==> config.mk <==
export PLATFORM = sky130hd
export DESIGN_NAME = sda_fir
export DESIGN_NICKNAME = d
export VERILOG_FILES = /design/src/rtl/sda_fir_pkg.sv /design/src/rtl/sda_fir_ctrl.sv /design/src/rtl/sda_fir_tapline.sv /design/src/rtl/sda_fir_lut.sv /design/src/rtl/sda_fir_acc.sv /design/src/rtl/sda_fir.sv
export SDC_FILE = /design/constraint.sdc
export NUM_CORES = 1
export LEC_CHECK = 0
export BUFFER_PORTS_ARGS = -buffer_cell sky130_fd_sc_hd__buf_4
export CORE_ASPECT_RATIO = 1.2
export CORE_MARGIN = 2
export CORE_UTILIZATION = 35
export DETAILED_ROUTE_END_ITERATION = 7
export SLEW_MARGIN = 20
export SYNTH_ARGS = -nofsm -noshare
export SYNTH_HDL_FRONTEND = slang
export SYNTH_SLANG_ARGS = --single-unit
==> constraint.sdc <==
create_clock -name clk -period 6.8 [get_ports clk]
set_input_delay 0.34 -clock clk [delete_from_list [all_inputs] [get_ports clk]]
set_output_delay 0.34 -clock clk [all_outputs]
set_load 0.01 [all_outputs]
==> src/rtl/sda_fir_pkg.sv <==
package sda_fir_pkg;

  localparam int SLICE_W     = 4;
  localparam int SLICE_DEPTH = 1 << SLICE_W;

  // Number of table address bits: one per tap, or one per mirrored pair.
  function automatic int addr_count(input int taps, input int sym);
    return (sym != 0) ? taps / 2 : taps;
  endfunction

  // Number of 4-bit table slices needed to cover the address bits.
  function automatic int slice_count(input int na);
    return (na + SLICE_W - 1) / SLICE_W;
  endfunction

  // Bit clocks per result: the pre-added pair sum is one bit wider.
  function automatic int bit_count(input int dw, input int sym);
    return dw + ((sym != 0) ? 1 : 0);
  endfunction

  // Full-precision result width.
  function automatic int res_width(input int cw, input int dw, input int taps, input int sym);
    return cw + dw + $clog2(taps) + ((sym != 0) ? 1 : 0);
  endfunction

  // Width of one slice entry (sum of up to four coefficients, with margin).
  function automatic int entry_width(input int cw);
    return cw + 3;
  endfunction

  // Width of the summed table output across all slices.
  function automatic int sum_width(input int cw, input int na);
    return cw + $clog2(na) + 4;
  endfunction

  // Width of the bit counter.
  function automatic int cnt_width(input int nb);
    return $clog2(nb + 1);
  endfunction

endpackage

==> src/rtl/sda_fir_ctrl.sv <==
module sda_fir_ctrl #(
  parameter int NB   = 8,
  parameter int CNTW = 4
) (
  input  logic            clk,
  input  logic            rst_n,
  input  logic            in_load,
  output logic            load_accept,
  output logic            bit_step,
  output logic            last_step,
  output logic [CNTW-1:0] bit_idx
);

  logic            busy_q;
  logic [CNTW-1:0] cnt_q;

  // Named events for the rest of the block and for the assertions.
  assign load_accept = in_load & ~busy_q;
  assign bit_step    = busy_q;
  assign last_step   = busy_q && (cnt_q == CNTW'(NB - 1));
  assign bit_idx     = cnt_q;

  always_ff @(posedge clk or negedge rst_n) begin
    if (!rst_n) begin
      busy_q <= 1'b0;
      cnt_q  <= '0;
    end else if (load_accept) begin
      busy_q <= 1'b1;
      cnt_q  <= '0;
    end else if (busy_q) begin
      if (last_step) begin
        busy_q <= 1'b0;
      end
      cnt_q <= cnt_q + CNTW'(1);
    end
  end

  AST_ACCEPT_STARTS_COUNT: assert property (@(posedge clk) disable iff (!rst_n)
    load_accept |=> bit_step && (bit_idx == '0));

  AST_STEP_ADVANCES: assert property (@(posedge clk) disable iff (!rst_n)
    (bit_step && !last_step) |=> bit_step && (bit_idx == $past(bit_idx) + CNTW'(1)));

  AST_IDLE_AFTER_LAST: assert property (@(posedge clk) disable iff (!rst_n)
    last_step |=> !bit_step);

endmodule

==> src/rtl/sda_fir_tapline.sv <==
module sda_fir_tapline #(
  parameter int TAPS        = 6,
  parameter int DW          = 8,
  parameter int NA          = 6,
  parameter bit SIGNED_MODE = 1'b1,
  parameter bit SYMMETRIC   = 1'b0
) (
  input  logic          clk,
  input  logic          rst_n,
  input  logic          load_accept,
  input  logic          bit_step,
  input  logic [DW-1:0] in_sample,
  output logic [NA-1:0] addr_bits
);

  // line_q[j] is the (j)-th most recent accepted sample; TAPS >= 2.
  logic [TAPS-2:0][DW-1:0] line_q;
  // Serial shift registers, one per tap, reloaded on every accepted sample.
  logic [TAPS-1:0][DW-1:0] sr_q;

  // One-bit right shift; the vacated top bit repeats the sign in signed mode.
  function automatic logic [DW-1:0] shift_out(input logic [DW-1:0] w);
    return {(SIGNED_MODE ? w[DW-1] : 1'b0), w[DW-1:1]};
  endfunction

  always_ff @(posedge clk or negedge rst_n) begin
    if (!rst_n) begin
      line_q <= '0;
      sr_q   <= '0;
    end else if (load_accept) begin
      line_q[0] <= in_sample;
      for (int j = 1; j < TAPS - 1; j++) begin
        line_q[j] <= line_q[j-1];
      end
      sr_q[0] <= in_sample;
      for (int k = 1; k < TAPS; k++) begin
        sr_q[k] <= line_q[k-1];
      end
    end else if (bit_step) begin
      for (int k = 0; k < TAPS; k++) begin
        sr_q[k] <= shift_out(sr_q[k]);
      end
    end
  end

  generate
    if (SYMMETRIC) begin : g_sym
      logic [NA-1:0] carry_q;
      logic [NA-1:0] carry_nxt;

      for (genvar p = 0; p < NA; p++) begin : g_pair
        logic bit_a;
        logic bit_b;
        assign bit_a        = sr_q[p][0];
        assign bit_b        = sr_q[TAPS-1-p][0];
        assign addr_bits[p] = bit_a ^ bit_b ^ carry_q[p];
        assign carry_nxt[p] = (bit_a & bit_b) | (bit_a & carry_q[p]) | (bit_b & carry_q[p]);
      end

      always_ff @(posedge clk or negedge rst_n) begin
        if (!rst_n) begin
          carry_q <= '0;
        end else if (load_accept) begin
          carry_q <= '0;
        end else if (bit_step) begin
          carry_q <= carry_nxt;
        end
      end

      AST_CARRY_CLEARED: assert property (@(posedge clk) disable iff (!rst_n)
        load_accept |=> (carry_q == '0));

    end else begin : g_direct
      for (genvar k = 0; k < NA; k++) begin : g_tap
        assign addr_bits[k] = sr_q[k][0];
      end
    end
  endgenerate

  AST_LINE_FROZEN: assert property (@(posedge clk) disable iff (!rst_n)
    !load_accept |=> $stable(line_q));

  AST_NEWEST_CAPTURED: assert property (@(posedge clk) disable iff (!rst_n)
    load_accept |=> (line_q[0] == $past(in_sample)));

endmodule

==> src/rtl/sda_fir_lut.sv <==
module sda_fir_lut
  import sda_fir_pkg::*;
#(
  parameter int               TAPS  = 6,
  parameter int               CW    = 8,
  parameter int               NA    = 6,
  parameter int               SW    = 15,
  parameter logic [TAPS*CW-1:0] COEFS = '0
) (
  input  logic [NA-1:0]        addr_bits,
  output logic signed [SW-1:0] lut_sum
);

  localparam int NS = slice_count(NA);
  localparam int EW = entry_width(CW);

  function automatic logic signed [CW-1:0] coef_at(input int k);
    return $signed(COEFS[k*CW +: CW]);
  endfunction

  // Entry a of slice s: sum of the coefficients whose address bit is set.
  function automatic logic signed [EW-1:0] slice_entry(input int s, input int a);
    logic signed [EW-1:0] total;
    logic signed [CW-1:0] c;
    total = '0;
    for (int j = 0; j < SLICE_W; j++) begin
      if (a[j] && ((s * SLICE_W + j) < NA)) begin
        c     = coef_at(s * SLICE_W + j);
        total = total + {{(EW-CW){c[CW-1]}}, c};
      end
    end
    return total;
  endfunction

  logic [NS*SLICE_W-1:0]       addr_pad;
  logic signed [EW-1:0]        slice_out [NS];

  assign addr_pad = (NS*SLICE_W)'(addr_bits);

  generate
    for (genvar s = 0; s < NS; s++) begin : g_slice
      logic signed [EW-1:0] tbl [SLICE_DEPTH];
      for (genvar a = 0; a < SLICE_DEPTH; a++) begin : g_entry
        assign tbl[a] = slice_entry(s, a);
      end
      assign slice_out[s] = tbl[addr_pad[s*SLICE_W +: SLICE_W]];
    end
  endgenerate

  always_comb begin
    lut_sum = '0;
    for (int s = 0; s < NS; s++) begin
      lut_sum = lut_sum + {{(SW-EW){slice_out[s][EW-1]}}, slice_out[s]};
    end
  end

  always_comb begin
    if (addr_bits == '0) begin
      AST_ZERO_ADDR_READS_ZERO: assert (lut_sum == '0);
    end
  end

endmodule

==> src/rtl/sda_fir_acc.sv <==
module sda_fir_acc #(
  parameter int NB          = 8,
  parameter int RW          = 19,
  parameter int SW          = 15,
  parameter int CNTW        = 4,
  parameter bit SIGNED_MODE = 1'b1
) (
  input  logic                 clk,
  input  logic                 rst_n,
  input  logic                 load_accept,
  input  logic                 bit_step,
  input  logic                 last_step,
  input  logic [CNTW-1:0]      bit_idx,
  input  logic signed [SW-1:0] lut_sum,
  output logic [RW-1:0]        out_result,
  output logic                 out_ready
);

  logic signed [RW-1:0] acc_q;
  logic signed [RW-1:0] acc_nxt;
  logic signed [RW-1:0] res_q;
  logic                 rdy_q;
  logic                 sign_cycle;

  // Table term weighted by 2^idx; negated on the sign-bit clock.
  function automatic logic signed [RW-1:0] weigh(input logic signed [SW-1:0] v,
                                                input logic [CNTW-1:0]      idx,
                                                input logic                 neg);
    logic signed [RW-1:0] w;
    w = {{(RW-SW){v[SW-1]}}, v} <<< idx;
    return neg ? -w : w;
  endfunction

  assign sign_cycle = SIGNED_MODE && last_step;
  assign acc_nxt    = acc_q + weigh(lut_sum, bit_idx, sign_cycle);

  always_ff @(posedge clk or negedge rst_n) begin
    if (!rst_n) begin
      acc_q <= '0;
      res_q <= '0;
      rdy_q <= 1'b0;
    end else if (load_accept) begin
      acc_q <= '0;
      rdy_q <= 1'b0;
    end else if (bit_step) begin
      acc_q <= acc_nxt;
      if (last_step) begin
        res_q <= acc_nxt;
        rdy_q <= 1'b1;
      end
    end
  end

  assign out_result = res_q;
  assign out_ready  = rdy_q;

  AST_READY_CLEARED_ON_LOAD: assert property (@(posedge clk) disable iff (!rst_n)
    load_accept |=> !out_ready);

  AST_RESULT_HELD: assert property (@(posedge clk) disable iff (!rst_n)
    (out_ready && !load_accept) |=> out_ready && $stable(out_result));

  AST_READY_FROM_LAST: assert property (@(posedge clk) disable iff (!rst_n)
    $rose(out_ready) |-> $past(last_step));

endmodule

==> src/rtl/sda_fir.sv <==
module sda_fir
  import sda_fir_pkg::*;
#(
  parameter int                 TAPS        = 6,
  parameter int                 DW          = 8,   // DW >= 5
  parameter int                 CW          = 8,
  parameter bit                 SIGNED_MODE = 1'b1,
  parameter bit                 SYMMETRIC   = 1'b0,
  parameter logic [TAPS*CW-1:0] COEFS       = {8'h01, 8'hB3, 8'h64, 8'hFB, 8'h25, 8'h80},
  localparam int                RW          = res_width(CW, DW, TAPS, int'(SYMMETRIC))
) (
  input  logic          clk,
  input  logic          rst_n,
  input  logic          in_load,
  input  logic [DW-1:0] in_sample,
  output logic [RW-1:0] out_result,
  output logic          out_ready
);

  localparam int NA   = addr_count(TAPS, int'(SYMMETRIC));
  localparam int NB   = bit_count(DW, int'(SYMMETRIC));
  localparam int SW   = sum_width(CW, NA);
  localparam int CNTW = cnt_width(NB);

  logic                 load_accept;
  logic                 bit_step;
  logic                 last_step;
  logic [CNTW-1:0]      bit_idx;
  logic [NA-1:0]        addr_bits;
  logic signed [SW-1:0] lut_sum;

  sda_fir_ctrl #(
    .NB   (NB),
    .CNTW (CNTW)
  ) u_ctrl (
    .clk         (clk),
    .rst_n       (rst_n),
    .in_load     (in_load),
    .load_accept (load_accept),
    .bit_step    (bit_step),
    .last_step   (last_step),
    .bit_idx     (bit_idx)
  );

  sda_fir_tapline #(
    .TAPS        (TAPS),
    .DW          (DW),
    .NA          (NA),
    .SIGNED_MODE (SIGNED_MODE),
    .SYMMETRIC   (SYMMETRIC)
  ) u_tapline (
    .clk         (clk),
    .rst_n       (rst_n),
    .load_accept (load_accept),
    .bit_step    (bit_step),
    .in_sample   (in_sample),
    .addr_bits   (addr_bits)
  );

  sda_fir_lut #(
    .TAPS  (TAPS),
    .CW    (CW),
    .NA    (NA),
    .SW    (SW),
    .COEFS (COEFS)
  ) u_lut (
    .addr_bits (addr_bits),
    .lut_sum   (lut_sum)
  );

  sda_fir_acc #(
    .NB          (NB),
    .RW          (RW),
    .SW          (SW),
    .CNTW        (CNTW),
    .SIGNED_MODE (SIGNED_MODE)
  ) u_acc (
    .clk         (clk),
    .rst_n       (rst_n),
    .load_accept (load_accept),
    .bit_step    (bit_step),
    .last_step   (last_step),
    .bit_idx     (bit_idx),
    .lut_sum     (lut_sum),
    .out_result  (out_result),
    .out_ready   (out_ready)
  );

endmodule

Yosys cells after proc, flatten, opt, wreduce, memory -nomap -nowiden
Memory sizes are Yosys's and may differ from the RTL's.
Cells that the tools add are included.
- reductions and logical operators: 5
- multiply operators: 0
- equality and inequality tests: 1
- bitwise logic cells: 5
- order comparisons: 2
- shift operators: 1
- add/sub/neg operators: 4
- muxes and demuxes: 17
- div/mod/pow operators: 0
- operator list (kind ; count):
    19-bit 2-to-1 mux ; 3
    48-bit 2-to-1 mux ; 1
    47-bit 2-to-1 mux ; 1
    11-bit 2-to-1 mux ; 4
    19-bit adder ; 1
    19-bit negation ; 1
    19-bit by 4-bit <<< shifter with 19-bit output ; 1
    11-bit by 11-bit adder with 12-bit output ; 1
    5-bit greater-or-equal comparator (second input constant) ; 2
    4-bit 2-to-1 mux ; 2
    1-bit 2-to-1 mux ; 6
    2-bit NOT with 5-bit output ; 1
    4-bit NOT with 5-bit output ; 1
    4-bit by 1-bit adder with 4-bit output (second input constant) ; 1
    4-bit by 3-bit equality test with 1-bit output (second input constant) ; 1
    2-bit nonzero test ; 2
    3-bit AND reduction ; 1
    1-bit NOT ; 2
    2-bit AND reduction ; 1
    1-bit AND ; 1
    1-bit logical AND ; 1
- latch bits: 0
- memory bits (writable): 0
- output and inout port bits: 20
- register bits: 132
- input bits: 11
- memories: 2
- ROM bits: 352
- memory list (memory ; depth ; bits a word ; rd ports ; clocked after Yosys merged registers in ; wr ports ; line ; source):
    (name not given) ; 16 ; 11 ; 1 ; 0 ; 0 ; sda_fir_lut.sv:46 ; assign slice_out[s] = tbl[addr_pad[s*SLICE_W +: SLICE_W]];
    (name not given) ; 16 ; 11 ; 1 ; 0 ; 0 ; sda_fir_lut.sv:46 ;

Logic depth before layout (Yosys ltp)
Gate-level depths: netlist of the first run.
- word-level depth: 11
- gate-level depth with buffers: 27
- depth with buffers taken out: 26

By module
A second synthesis of the first run with hierarchy kept.
- cell total of the unflattened synthesis: 863
- area, all modules: 8131.5 um2
- by module, submodules not included (module ; instances ; area an instance (um2) ; cells each):
    sda_fir_tapline ; 1 ; 3667.3 ; 336
    sda_fir_acc ; 1 ; 3648.5 ; 435
    sda_fir_lut ; 1 ; 585.6 ; 75
    sda_fir_ctrl ; 1 ; 230.2 ; 17

Least setup slack after synthesis of the first run
Ideal clock, no wire load.
- path kind: register to register
- start: register u_tapline.sr_q, in the netlist u_tapline.addr_bits[2]
- end: register u_acc.acc_q[18]
- setup slack: 1.424 ns
- arrival time: 5.250 ns
- stages on the path, launching flop included: 26
- clock period less this slack: 5.376 ns
- path through: dfrtp_1 -> inv_1 -> ha_1 -> clkbuf_1 -> ha_1 -> fa_1 -> a21oi_1 -> nor3_2 -> o2111ai_1 -> a21oi_2 -> nor4_2 -> a221o_1 -> and2_1 -> a21oi_1 -> xor2_1 -> ha_1 -> a21o_1 -> a21o_1 -> a22o_1 -> a21oi_1 -> a21boi_0 -> a21o_1 -> a21oi_1 -> xnor2_1 -> and3_4 -> o31ai_2
- longest elaborated chain between the ends: 11
- RTL lines (what ; line ; source):
    start, declared ; sda_fir_tapline.sv:19 ; logic [TAPS-1:0][DW-1:0] sr_q;
    start signal, assigned by index ; sda_fir_tapline.sv:37 ; sr_q[k] <= line_q[k-1];
    start signal, assigned by index ; sda_fir_tapline.sv:41 ; sr_q[k] <= shift_out(sr_q[k]);
    4-bit NOT with 5-bit output (implied by the code) * ; sda_fir_lut.sv:46 ;
    memory read 16 x 11 bit * ; n/a ;
    11-bit 2-to-1 mux (implied by the code) * (2 in a row) ; sda_fir_lut.sv:46 ;
    11-bit by 11-bit adder with 12-bit output * ; sda_fir_lut.sv:53 ; lut_sum = lut_sum + {{(SW-EW){slice_out[s][EW-1]}}, slice_out[s]};
    19-bit by 4-bit <<< shifter with 19-bit output * ; sda_fir_acc.sv:30 ; w = {{(RW-SW){v[SW-1]}}, v} <<< idx;
    19-bit negation ; sda_fir_acc.sv:31 ; return neg ? -w : w;
    19-bit 2-to-1 mux * ; sda_fir_acc.sv:31 ;
    19-bit adder * ; sda_fir_acc.sv:35 ; assign acc_nxt = acc_q + weigh(lut_sum, bit_idx, sign_cycle);
    19-bit 2-to-1 mux * ; sda_fir_acc.sv:45 ; end else if (bit_step) begin
    19-bit 2-to-1 mux * ; sda_fir_acc.sv:42 ; end else if (load_accept) begin
    end signal, assigned ; sda_fir_acc.sv:46 ; acc_q <= acc_nxt;
    end, declared ; sda_fir_acc.sv:19 ; logic signed [RW-1:0] acc_q;
Mark *: on every way between the ends. The rest lies on a longest branch, timed or not. The select of a mux whose other input is x is not followed.
A chain may end at the register's enable or synchronous reset.

Final worst setup path of the first run
Ends and elaborated chain as after synthesis.

==> Implementation_results.wiki, run 1 <==
{| class="wikitable"
! Metric !! Value
|-
| Routability-driven placement congestion ratio || between 0.8 and 0.9
|-
| Max Clock Freq || 168.0 MHz
|-
| GR Overflow Total || 0
|-
| Die X-Extent || 143.3 um
|-
| Endpoint kind of the worst setup timing path || flop
|-
| Max incr delay on CP || 0.44 ns
|-
| Clk sinks || 132
|-
| Initial cell density of the core || a little over a third
|-
| DR pass1 iterations || 4
|-
| Final WL || between 15,000 and 20,000 um
|-
| Number of unique standard cell types used by synthesis || 76
|-
| Area fraction of the dominant cell type after synthesis || approximately two fifths
|-
| Endpoint with the worst hold slack || u_tapline.line_q[4]
|-
| Number of buffers inserted by hold repair at cts || 1
|-
| Arr. time, crit path || around 6.2 ns
|-
| Floorplan die area || 24,530 um^2
|-
| Skew final || 0.01566 ns
|-
| Startpoint-to-endpoint class of the critical path || flop to flop
|-
| Number of global-route vias before repair || 6,516
|-
| First-pass GRT wire length || 31,200 um
|-
| Final hold violations || 0
|-
| Reg2reg path depth || 24
|-
| Final period utilization || 87.53%
|-
| Routed length per instance || 14.40 um
|-
| Type of origin of the critical path || flop
|-
| Die height || 171.2 um
|-
| Bufs on Longest Clock Path || 2
|-
| Clock tree from TritonCTS || done
|-
| Post-DP Area || 8632 um^2
|-
| Max-slew violation total from the final report || 0
|-
| I/O pin count || 31
|-
| Standard cell core area || around 23,000 um^2
|-
| Filler Cells Inserted || 2,358
|-
| Per-instance average area after synthesis || 8.880 um^2
|-
| Worst min path class || input pin to flop
|-
| Total Negative Setup Slacks || 0 ns
|-
| Synthesized Nets || 967
|-
| Reg-to-Reg End || u_acc.acc_q[18]
|-
| Portion of the post-synthesis area used by sequential elements || 40.52%
|-
| Worst hold-check slack || 0.1125 ns
|-
| Post-layout minimum cycle time || 5.952 ns
|-
| All-Layer GR Usage || around 16%
|-
| Post-CTS Setup Bufs || 0
|-
| Detailed-route vias per instance || approximately 5.2
|-
| DRC marker count from the first detailed-route iteration || 370
|-
| Yosys warns || 0
|-
| RSZ-0062 raised after global routing || no
|-
| Count of input and output buffers || 30
|-
| Largest net degree at the start of global routing || 89
|-
| Critical path data required time || 7.09 ns
|-
| Number of synthesized flops with an enable pin || 0
|-
| Cell chain of the critical path || inv_1, ha_1, ha_1, fa_1, a21oi_1, nor3_2, o2111ai_1, a21oi_2, nor4_1, o22ai_1, nor3_1, and3_1, nor2_1, xnor2_1, ha_1, and4_1, a22o_1, a21oi_1, a21boi_0, a21o_1, a21oi_1, xnor2_1, and3_4, o31ai_2
|-
| Post-CTS clock slew at the launch and capture registers of the worst setup and hold paths || 0.07 ns
|-
| Row Count || between 60 and 70
|-
| Slack of the worst reg-to-reg path || 0.85 ns
|-
| Clk_lat worst skew || between 0.4 and 0.5 ns
|-
| Antenna-violating nets left || 0
|-
| Proportion of synthesized flip-flops having asynchronous set or reset || 100.0%
|-
| Clock Root Buffer || sky130_fd_sc_hd__clkbuf_16
|-
| Largest area contributor in the synthesized netlist || sky130_fd_sc_hd__dfrtp_1
|-
| RR Startpoint || u_tapline.addr_bits[2]
|-
| Cell with the largest stage delay on the worst path || sky130_fd_sc_hd__dfrtp_1
|-
| Number of remaining DRC errors || 0
|-
| CTS resizes || 0
|-
| Final HPWL DP || 11,970 um
|-
| Number of nets in the layout || 971
|-
| Max capacitance violation total || 0
|-
| Worst slew margin relative to its limit || a little under a third
|-
| Hold wc startpoint || in_sample[4]
|-
| Synthesized instance count || a little over 900
|-
| Setup violation total in the final timing report || 0
|-
| Run status || finished, final reports clean
|-
| Flop and latch count out of synthesis || 132
|-
| Top cells by area, synth || sky130_fd_sc_hd__dfrtp_1 41%, sky130_fd_sc_hd__nand2_1 11%, sky130_fd_sc_hd__mux2i_1 6.3%
|-
| Crit path max fanout || 6
|-
| Number of clock buffers inserted by TritonCTS || 17
|-
| Combined area of all synthesized cells || 8152 um^2
|-
| Prevailing post-synth register cell || sky130_fd_sc_hd__dfrtp_1
|-
| Maximum level of the CTS H-tree || 4
|-
| Relative area change from synthesis to final layout || 13.63%
|-
| Hold path cells || 3
|-
| Least-Margin Pin Slew || roughly 1 ns
|-
| Initial antenna violation count || 0
|-
| Post-route cell area || 9263 um^2
|-
| Share of layout cells above drive strength 1 || 12.41%
|-
| Antenna diode count || 0
|-
| Vias post-DR || 6,449
|}
[layer usage]
metal  up-vias  global-route usage [%]  share of wire (%)
li1       3222                       -                  -
met5         -                       0                  0
met4         0                   4.220                1.4
met3        17                   3.035                2.1
met1      3145                   19.45                 46
met2        65                   27.29                 50
[synthesized netlist by cell type, drive strengths merged (9+ instances only)]
master	count
nand2	244
dfrtp	132
o21ai	71
mux2i	52
nor2	40
ha	36
clkbuf	35
a21oi	33
nor3	22
xnor2	22
buf	21
inv	20
nand3	18
a22o	16
a211oi	11
a21o	11
xor2	11
mux2	9
[flip-flops by register name (all words and copies together) (netlist names)]
register,flops
u_acc.acc_q,19
u_acc.out_result,19
u_ctrl.bit_idx,4
u_tapline.line_q,40
u_ctrl.bit_step,1
u_tapline.sr_q,42
u_acc.out_ready,1
u_tapline.addr_bits,6
[layout make-up]
type                       count  area, um^2  share of cell area [%]
clock inverter                14       181.4                   1.959
inverter                      20       75.07                  0.8105
multi-input combinational    710        4552                   49.14
sequential                   132        3307                   35.70
tap                          315       394.1                   4.255
timing repair buffer          41       314.1                   3.391
clock buffer                  18       439.2                   4.741
[layout by cell type, fill, tap and decap left out, drive strengths merged, types with 9 or more instances in the layout]
cell | netlist | final
a21oi | 33 | 33
mux2 | 9 | 9
nor2 | 40 | 40
nand3 | 18 | 18
a211oi | 11 | 11
a22o | 16 | 16
a21o | 11 | 11
ha | 36 | 36
mux2i | 52 | 52
xor2 | 11 | 11
inv | 20 | 30
buf | 21 | 40
nor3 | 22 | 22
clkbuf | 35 | 18
nand2 | 244 | 244
o21ai | 71 | 71
dfrtp | 132 | 132
xnor2 | 22 | 22
[per-stage QoR]
step / instances / utilization, % / worst slack, ns
final: 1250 / 40.19 / 0.8482
after global routing: 1250 / 40.19 / 0.4505
after CTS: 1250 / 40.19 / 0.8595
after detailed placement: 1217 / 37.45 / 0.8843
after global placement: 1217 / 37.45 / 0.9980
after floorplan: 918 / - / 1.424
[worst max-delay path, delay by kind of cell, from the launching register on]
kind            cells  cell delay [ns]
flops               1             0.44
compound gates     10             2.08
fa+ha+maj           4             1.36
simple gates        7             1.51
buf+inv             1             0.12
xor+xnor            2             0.32
[how the worst max path moves through the flow]
stage | slack [ns] | startpoint | to
final | 0.85 | u_tapline.addr_bits[2] | u_acc.acc_q[18]
after CTS | 0.86 | u_tapline.addr_bits[1] | u_acc.acc_q[18]
after global routing | 0.45 | u_tapline.addr_bits[2] | u_acc.acc_q[18]
after global placement | 1.0 | u_tapline.addr_bits[1] | u_acc.acc_q[18]
after floorplan | 1.42 | u_tapline.addr_bits[2] | u_acc.acc_q[18]
after detailed placement | 0.88 | u_tapline.addr_bits[1] | u_acc.acc_q[18]
[logic make-up (layout without fill, tap and decap cells)]
family	after synthesis	in the layout	synth area share, %
buf+inv	76	93	3.730
xor+xnor	33	33	3.546
mux	61	61	7.828
flops	132	132	40.52
fa+ha+maj	38	38	6.017
compound gates	214	214	18.99
simple gates	364	364	19.37
Power of run 1 is left out: the tool's default activity adds up to more than one toggle a clock period on the data nets, which glitch-free logic cannot reach.
==> inputs of run 2 (changes only) <==
- HOLD_SLACK_MARGIN: default -> 0.12
- MAX_ROUTING_LAYER: default -> met4
==> Implementation_results.wiki, run 2 (synthesized netlist as in run 1, its figures left out) <==
{| class="wikitable"
! Metric !! Value
|-
| Bufs on Longest Clock Path || 2
|-
| I/O pin count || 31
|-
| Standard cell core area || 23,050 um^2
|-
| Row Count || 61
|-
| Maximum level of the CTS H-tree || 4
|-
| Floorplan die area || 24,530 um^2
|-
| Number of nets in the layout || a little under 1,000
|-
| Initial antenna violation count || 0
|-
| Relative area change from synthesis to final layout || 14.24%
|-
| Vias post-DR || 6,493
|-
| Final hold violations || 0
|-
| Endpoint kind of the worst setup timing path || flop
|-
| First-pass GRT wire length || 31,160 um
|-
| Type of origin of the critical path || flop
|-
| Number of remaining DRC errors || 0
|-
| Die X-Extent || 143.3 um
|-
| Final WL || 18,090 um
|-
| Total Negative Setup Slacks || 0 ns
|-
| Worst-case setup margin in the final layout || around 0.85 ns
|-
| Setup violation total in the final timing report || 0
|-
| Critical path data required time || 7.10 ns
|-
| Initial cell density of the core || 35.37%
|-
| Most used routing layer in global routing || met2
|-
| All-Layer GR Usage || between 15 and 20%
|-
| Largest net degree at the start of global routing || 92
|-
| Least-Margin Pin Slew || 1.039 ns
|-
| Detailed-route vias per instance || 5.170
|-
| DR pass1 iterations || 5
|-
| Antenna diode count || 0
|-
| Post-CTS clock slew at the launch and capture registers of the worst setup and hold paths || 0.07 ns
|-
| Top reg by flops || u_tapline.sr_q
|-
| Max capacitance violation total || 0
|-
| Startpoint-to-endpoint class of the critical path || flop to flop
|-
| Number of global-route vias before repair || 6,379
|-
| Clk sinks || ~130
|-
| Worst slew margin relative to its limit || 30.61%
|-
| Filler Cells Inserted || 2,351
|-
| Worst min path class || flop to flop
|-
| Grt met3 use || 3.369%
|-
| Skew final || 0.01083 ns
|-
| Max Clock Freq || roughly 170 MHz
|-
| Met1 GRT Util || 19.83%
|-
| Clk_lat worst skew || 0.43 ns
|-
| Clock Root Buffer || sky130_fd_sc_hd__clkbuf_16
|-
| Routed length per instance || ~14 um
|-
| Clock tree from TritonCTS || done
|-
| Count of input and output buffers || 30
|-
| Post-layout minimum cycle time || ~6 ns
|-
| Die height || between 150 and 200 um
|-
| Final period utilization || 87.53%
|-
| DP Worst Slack || a little under 0.9 ns
|-
| Number of clock buffers inserted by TritonCTS || 17
|-
| Most common library cell in the layout ignoring fill and taps || sky130_fd_sc_hd__nand2_1
|-
| Arr. time, crit path || 6.25 ns
|-
| Met2 Resource Use GR || around a quarter
|-
| Share of layout cells above drive strength 1 || 12.11%
|-
| RSZ-0062 raised after global routing || no
|-
| Final HPWL DP || 11,920 um
|-
| DRC marker count from the first detailed-route iteration || 404
|-
| Antenna-violating nets left || 0
|-
| Max-slew violation total from the final report || 0
|-
| CTS resizes || 0
|-
| Routability-driven placement congestion ratio || 0.8971
|-
| Commonest non-fill, non-tap cells in the layout || 244 x sky130_fd_sc_hd__nand2_1, 131 x sky130_fd_sc_hd__dfrtp_1, 67 x sky130_fd_sc_hd__o21ai_0, 51 x sky130_fd_sc_hd__mux2i_1, 40 x sky130_fd_sc_hd__nor2_1
|-
| Crit path max fanout || 6
|-
| Max reg flops || 42
|-
| Run status || finished, final reports clean
|-
| Largest registers in the final layout || u_tapline.sr_q: 42 flops, u_tapline.line_q: 40 flops
|-
| Post-CTS Setup Bufs || 0
|-
| GR Overflow Total || 0
|}
==> run 2: cell count changes in the layout (fill, tap and decap cells not counted) <==
cell,delta
sky130_fd_sc_hd__dlygate4sd3_1,+8
sky130_fd_sc_hd__buf_4,-2
sky130_fd_sc_hd__clkinv_8,+2
sky130_fd_sc_hd__bufinv_16,-1
sky130_fd_sc_hd__clkbuf_8,-1
sky130_fd_sc_hd__clkinv_4,-1
sky130_fd_sc_hd__clkinvlp_4,+1
sky130_fd_sc_hd__inv_6,+1
sky130_fd_sc_hd__inv_8,-1
==> run 2: area by class of cell <==
cell class / count / area, um^2 / share of cell area (%)
Inverter: 20 / 75.07 / 0.8061
Multi-Input combinational cell: 710 / 4552 / 48.88
Timing Repair Buffer: 47 / 379.1 / 4.071
Tap cell: 315 / 394.1 / 4.232
Clock buffer: 17 / 425.4 / 4.568
Sequential cell: 132 / 3307 / 35.51
Clock inverter: 15 / 180.2 / 1.935
==> run 2: path summary, 6_finish.rpt <==
| path | depth (start not counted) | slack, ns | endpoint | start |
|---|---|---|---|---|
| max | 24 | 0.85 | u_acc.acc_q[18] | u_tapline.addr_bits[1] |
| min | 2 | 0.47 | u_tapline.sr_q[47] | u_tapline.line_q[39] |
| max reg2reg | 24 | 0.85 | u_acc.acc_q[18] | u_tapline.addr_bits[1] |
| min reg2reg | 2 | 0.47 | u_tapline.sr_q[47] | u_tapline.line_q[39] |
| max in group asynchronous | 3 | 5.21 | u_ctrl.bit_step | rst_n |
| min in group asynchronous | 2 | 0.53 | u_tapline.addr_bits[1] | rst_n |
==> run 2: layer usage <==
| layer | vias up | wire length, um |
|---|---|---|
| met5 | - | 0 |
| met4 | 0 | 311 |
| met3 | 20 | 435 |
| met1 | 3150 | 8471 |
| met2 | 87 | 8869 |
| li1 | 3236 | - |
==> run 2: what timing repair did <==
item	in CTS	in global routing
endpoints found under the setup margin	0	0
hold buffers	9	0
hold endpoints to repair	99	0
==> run 2: stage by stage <==
stage	util [%]	hold slack (ns)	instances	area, um^2
global placement	37.38	0.4502	1215	8617
CTS	40.40	0.4785	1256	9313
global route	40.40	0.4940	1256	9313
detailed placement	37.38	0.4603	1215	8617
floorplan	-	0.04441	918	8152
finish	40.40	0.4720	1256	9313
==> run 2: critical path, cell delays in order (launching register included) <==
cell,delay (ns)
sky130_fd_sc_hd__dfrtp_1,0.43
sky130_fd_sc_hd__inv_1,0.12
sky130_fd_sc_hd__ha_1,0.37
sky130_fd_sc_hd__ha_1,0.24
sky130_fd_sc_hd__fa_1,0.43
sky130_fd_sc_hd__a21oi_1,0.40
sky130_fd_sc_hd__nor3_2,0.14
sky130_fd_sc_hd__o2111ai_1,0.34
sky130_fd_sc_hd__a21oi_2,0.15
sky130_fd_sc_hd__nor4_2,0.38
sky130_fd_sc_hd__a221o_1,0.22
sky130_fd_sc_hd__and2_1,0.18
sky130_fd_sc_hd__a21oi_1,0.09
sky130_fd_sc_hd__xor2_1,0.15
sky130_fd_sc_hd__ha_1,0.36
sky130_fd_sc_hd__a21o_1,0.21
sky130_fd_sc_hd__a21o_1,0.17
sky130_fd_sc_hd__a22o_1,0.21
sky130_fd_sc_hd__a21oi_1,0.18
sky130_fd_sc_hd__a21boi_0,0.17
sky130_fd_sc_hd__a21o_1,0.21
sky130_fd_sc_hd__a21oi_1,0.16
sky130_fd_sc_hd__xnor2_1,0.20
sky130_fd_sc_hd__and3_4,0.24
sky130_fd_sc_hd__o31ai_2,0.05
Power of run 2 is left out for the same reason.
==> inputs of run 3 (changes only) <==
- CAP_MARGIN: default -> 20
- CORE_UTILIZATION: 35 -> 30
- RECOVER_POWER: default -> 50
==> Implementation_results.wiki, run 3 (synthesized netlist as in run 1, its figures left out) <==
{| class="wikitable"
! Metric !! Value
|-
| Seq. cell area || 3307 um^2
|-
| Post-CTS clock slew at the launch and capture registers of the worst setup and hold paths || 0.06 ns
|-
| Cell chain of the critical path || inv_1, ha_1, ha_1, fa_1, a21oi_1, nor3_2, o2111ai_1, a21oi_1, o31ai_1, a31oi_1, nor3_1, and3_1, nor2_1, xnor2_1, ha_1, and4_1, a22o_1, a21oi_1, a21boi_0, a21o_1, a21oi_1, xnor2_1, and3_4, o31ai_2
|-
| Commonest non-fill, non-tap cells in the layout || 244 x sky130_fd_sc_hd__nand2_1, 131 x sky130_fd_sc_hd__dfrtp_1, 67 x sky130_fd_sc_hd__o21ai_0, 51 x sky130_fd_sc_hd__mux2i_1, 40 x sky130_fd_sc_hd__nor2_1
|-
| Number of nets in the layout || 977
|-
| Setup violation total in the final timing report || 0
|-
| Count of input and output buffers || 30
|-
| Most common cell type on the critical path || sky130_fd_sc_hd__a21oi_1
|-
| Worst min path class || input pin to flop
|-
| RSZ-0062 raised after global routing || no
|-
| Run status || finished, violations left
|-
| Clock tree from TritonCTS || done
|-
| Maximum level of the CTS H-tree || 4
|-
| Final WL || 18,310 um
|-
| Number of global-route vias before repair || 6,371
|-
| Type of origin of the critical path || flop
|-
| Max incr delay on CP || between 0.5 and 0.6 ns
|-
| Share of layout cells above drive strength 1 || about a tenth
|-
| Row Count || 66
|-
| Initial antenna violation count || 0
|-
| Routed length per instance || 14.29 um
|-
| Arr. time, crit path || 6.38 ns
|-
| Most common library cell in the layout ignoring fill and taps || sky130_fd_sc_hd__nand2_1
|-
| Routability-driven placement congestion ratio || a little under 0.9
|-
| Clk sinks || 132
|-
| Detailed-route vias per instance || 5.062
|-
| GR Overflow Total || 0
|-
| Clock Root Buffer || sky130_fd_sc_hd__clkbuf_16
|-
| Standard cell core area || 26,920 um^2
|-
| Cell with the largest stage delay on the worst path || sky130_fd_sc_hd__o31ai_1
|-
| Endpoint kind of the worst setup timing path || flop
|-
| Initial cell density of the core || 30.28%
|-
| Number of clock buffers inserted by TritonCTS || 17
|-
| Max reg flops || 42
|-
| Max capacitance violation total || 3
|-
| Bufs on Longest Clock Path || 2
|-
| First-pass GRT wire length || roughly 32,000 um
|-
| Relative area change from synthesis to final layout || 13.38%
|-
| Multi-input logic area || 4552 um^2
|-
| Antenna-violating nets left || 0
|-
| Die X-Extent || about 150 um
|-
| Post-layout minimum cycle time || 6.090 ns
|-
| Least-Margin Pin Slew || 3.387 ns
|-
| Crit path max fanout || 5
|-
| Final HPWL DP || 12,510 um
|-
| Total Negative Setup Slacks || 0 ns
|-
| Core utilization of the finished layout || 34.33%
|-
| Die height || 184.6 um
|-
| DR pass1 iterations || 5
|-
| Failing checks || max-capacitance violations, max-slew violations
|-
| Final hold violations || 0
|-
| Final period utilization || 89.56%
|-
| Startpoint-to-endpoint class of the critical path || flop to flop
|-
| Vias post-DR || 6,484
|-
| Largest registers in the final layout || u_tapline.sr_q: 42 flops, u_tapline.line_q: 40 flops
|-
| Antenna diode count || 0
|-
| Critical path data required time || 7.09 ns
|-
| Skew final || 0.01202 ns
|-
| CTS resizes || 0
|-
| Top reg by flops || u_tapline.sr_q
|-
| DRC marker count from the first detailed-route iteration || 360
|-
| Number of buffers inserted by hold repair at cts || 8
|-
| Max Clock Freq || 164.2 MHz
|-
| Number of remaining DRC errors || 0
|-
| I/O pin count || 31
|-
| Largest net degree at the start of global routing || 93
|-
| Post-CTS Setup Bufs || 0
|-
| WP buf/inv || 1
|-
| Worst path top cell family by delay || compound AO/OA/AOI/OAI gates
|-
| Floorplan die area || approximately 29,000 um^2
|-
| Worst slew margin relative to its limit || -125.8%
|-
| Filler Cells Inserted || between 2,000 and 3,000
|-
| Clk_lat worst skew || 0.42 ns
|-
| All-Layer GR Usage || 13.81%
|-
| Max-slew violation total from the final report || approximately 180
|}
==> run 3: cell type report <==
| cell class | instances | area share (%) |
|---|---|---|
| clock buffers | 17 | 4.603 |
| repair buffers | 47 | 3.073 |
| inverters | 20 | 0.8122 |
| clock inverters | 15 | 1.882 |
| well taps | 340 | 4.603 |
| flip-flops and latches | 132 | 35.78 |
| multi-input cells | 710 | 49.25 |
==> run 3: worst reg2reg max path, cell delays in order, from the launching register on <==
cell and delay, ns:
sky130_fd_sc_hd__dfrtp_1 0.42, sky130_fd_sc_hd__inv_1 0.12, sky130_fd_sc_hd__ha_1 0.37, sky130_fd_sc_hd__ha_1 0.25, sky130_fd_sc_hd__fa_1 0.44, sky130_fd_sc_hd__a21oi_1 0.43
sky130_fd_sc_hd__nor3_2 0.14, sky130_fd_sc_hd__o2111ai_1 0.33, sky130_fd_sc_hd__a21oi_1 0.14, sky130_fd_sc_hd__o31ai_1 0.53, sky130_fd_sc_hd__a31oi_1 0.16, sky130_fd_sc_hd__nor3_1 0.22
sky130_fd_sc_hd__and3_1 0.23, sky130_fd_sc_hd__nor2_1 0.06, sky130_fd_sc_hd__xnor2_1 0.13, sky130_fd_sc_hd__ha_1 0.34, sky130_fd_sc_hd__and4_1 0.23, sky130_fd_sc_hd__a22o_1 0.18
sky130_fd_sc_hd__a21oi_1 0.19, sky130_fd_sc_hd__a21boi_0 0.18, sky130_fd_sc_hd__a21o_1 0.20, sky130_fd_sc_hd__a21oi_1 0.18, sky130_fd_sc_hd__xnor2_1 0.21, sky130_fd_sc_hd__and3_4 0.24
sky130_fd_sc_hd__o31ai_2 0.05
==> run 3: stage by stage <==
stage	hold WS, ns	cell area [um^2]	cells	setup slack [ns]
2_1_floorplan	0.04441	8152	918	1.424
3_3_place_gp	0.3589	8656	1241	0.9128
3_5_place_dp	0.3653	8656	1241	0.7291
4_1_cts	0.1217	9335	1281	0.7123
5_1_grt	0.1288	9243	1281	0.1409
6_report	0.1323	9243	1281	0.7096
==> run 3: final timing paths <==
path / slack [ns] / end / start / depth (start not counted)
worst min-delay path: 0.13 / u_tapline.line_q[6] / in_sample[6] / 3
max in group asynchronous: 2.09 / u_tapline.sr_q[10] / rst_n / 3
worst max-delay path: 0.71 / u_acc.acc_q[18] / u_tapline.addr_bits[1] / 24
worst max register to register: 0.71 / u_acc.acc_q[18] / u_tapline.addr_bits[1] / 24
min in group asynchronous: 1.59 / u_acc.out_result[15] / rst_n / 2
worst min register to register: 0.47 / u_acc.out_result[12] / u_acc.out_result[12] / 2
==> run 3: metal layers <==
metal,share of wire (%),GRT usage (%),vias to the layer above
li1,-,-,3231
met1,46,16.66,3140
met2,49,23.45,90
met3,2.3,2.539,23
met4,1.7,4.370,0
met5,0,-,-
Power of run 3 is left out for the same reason.
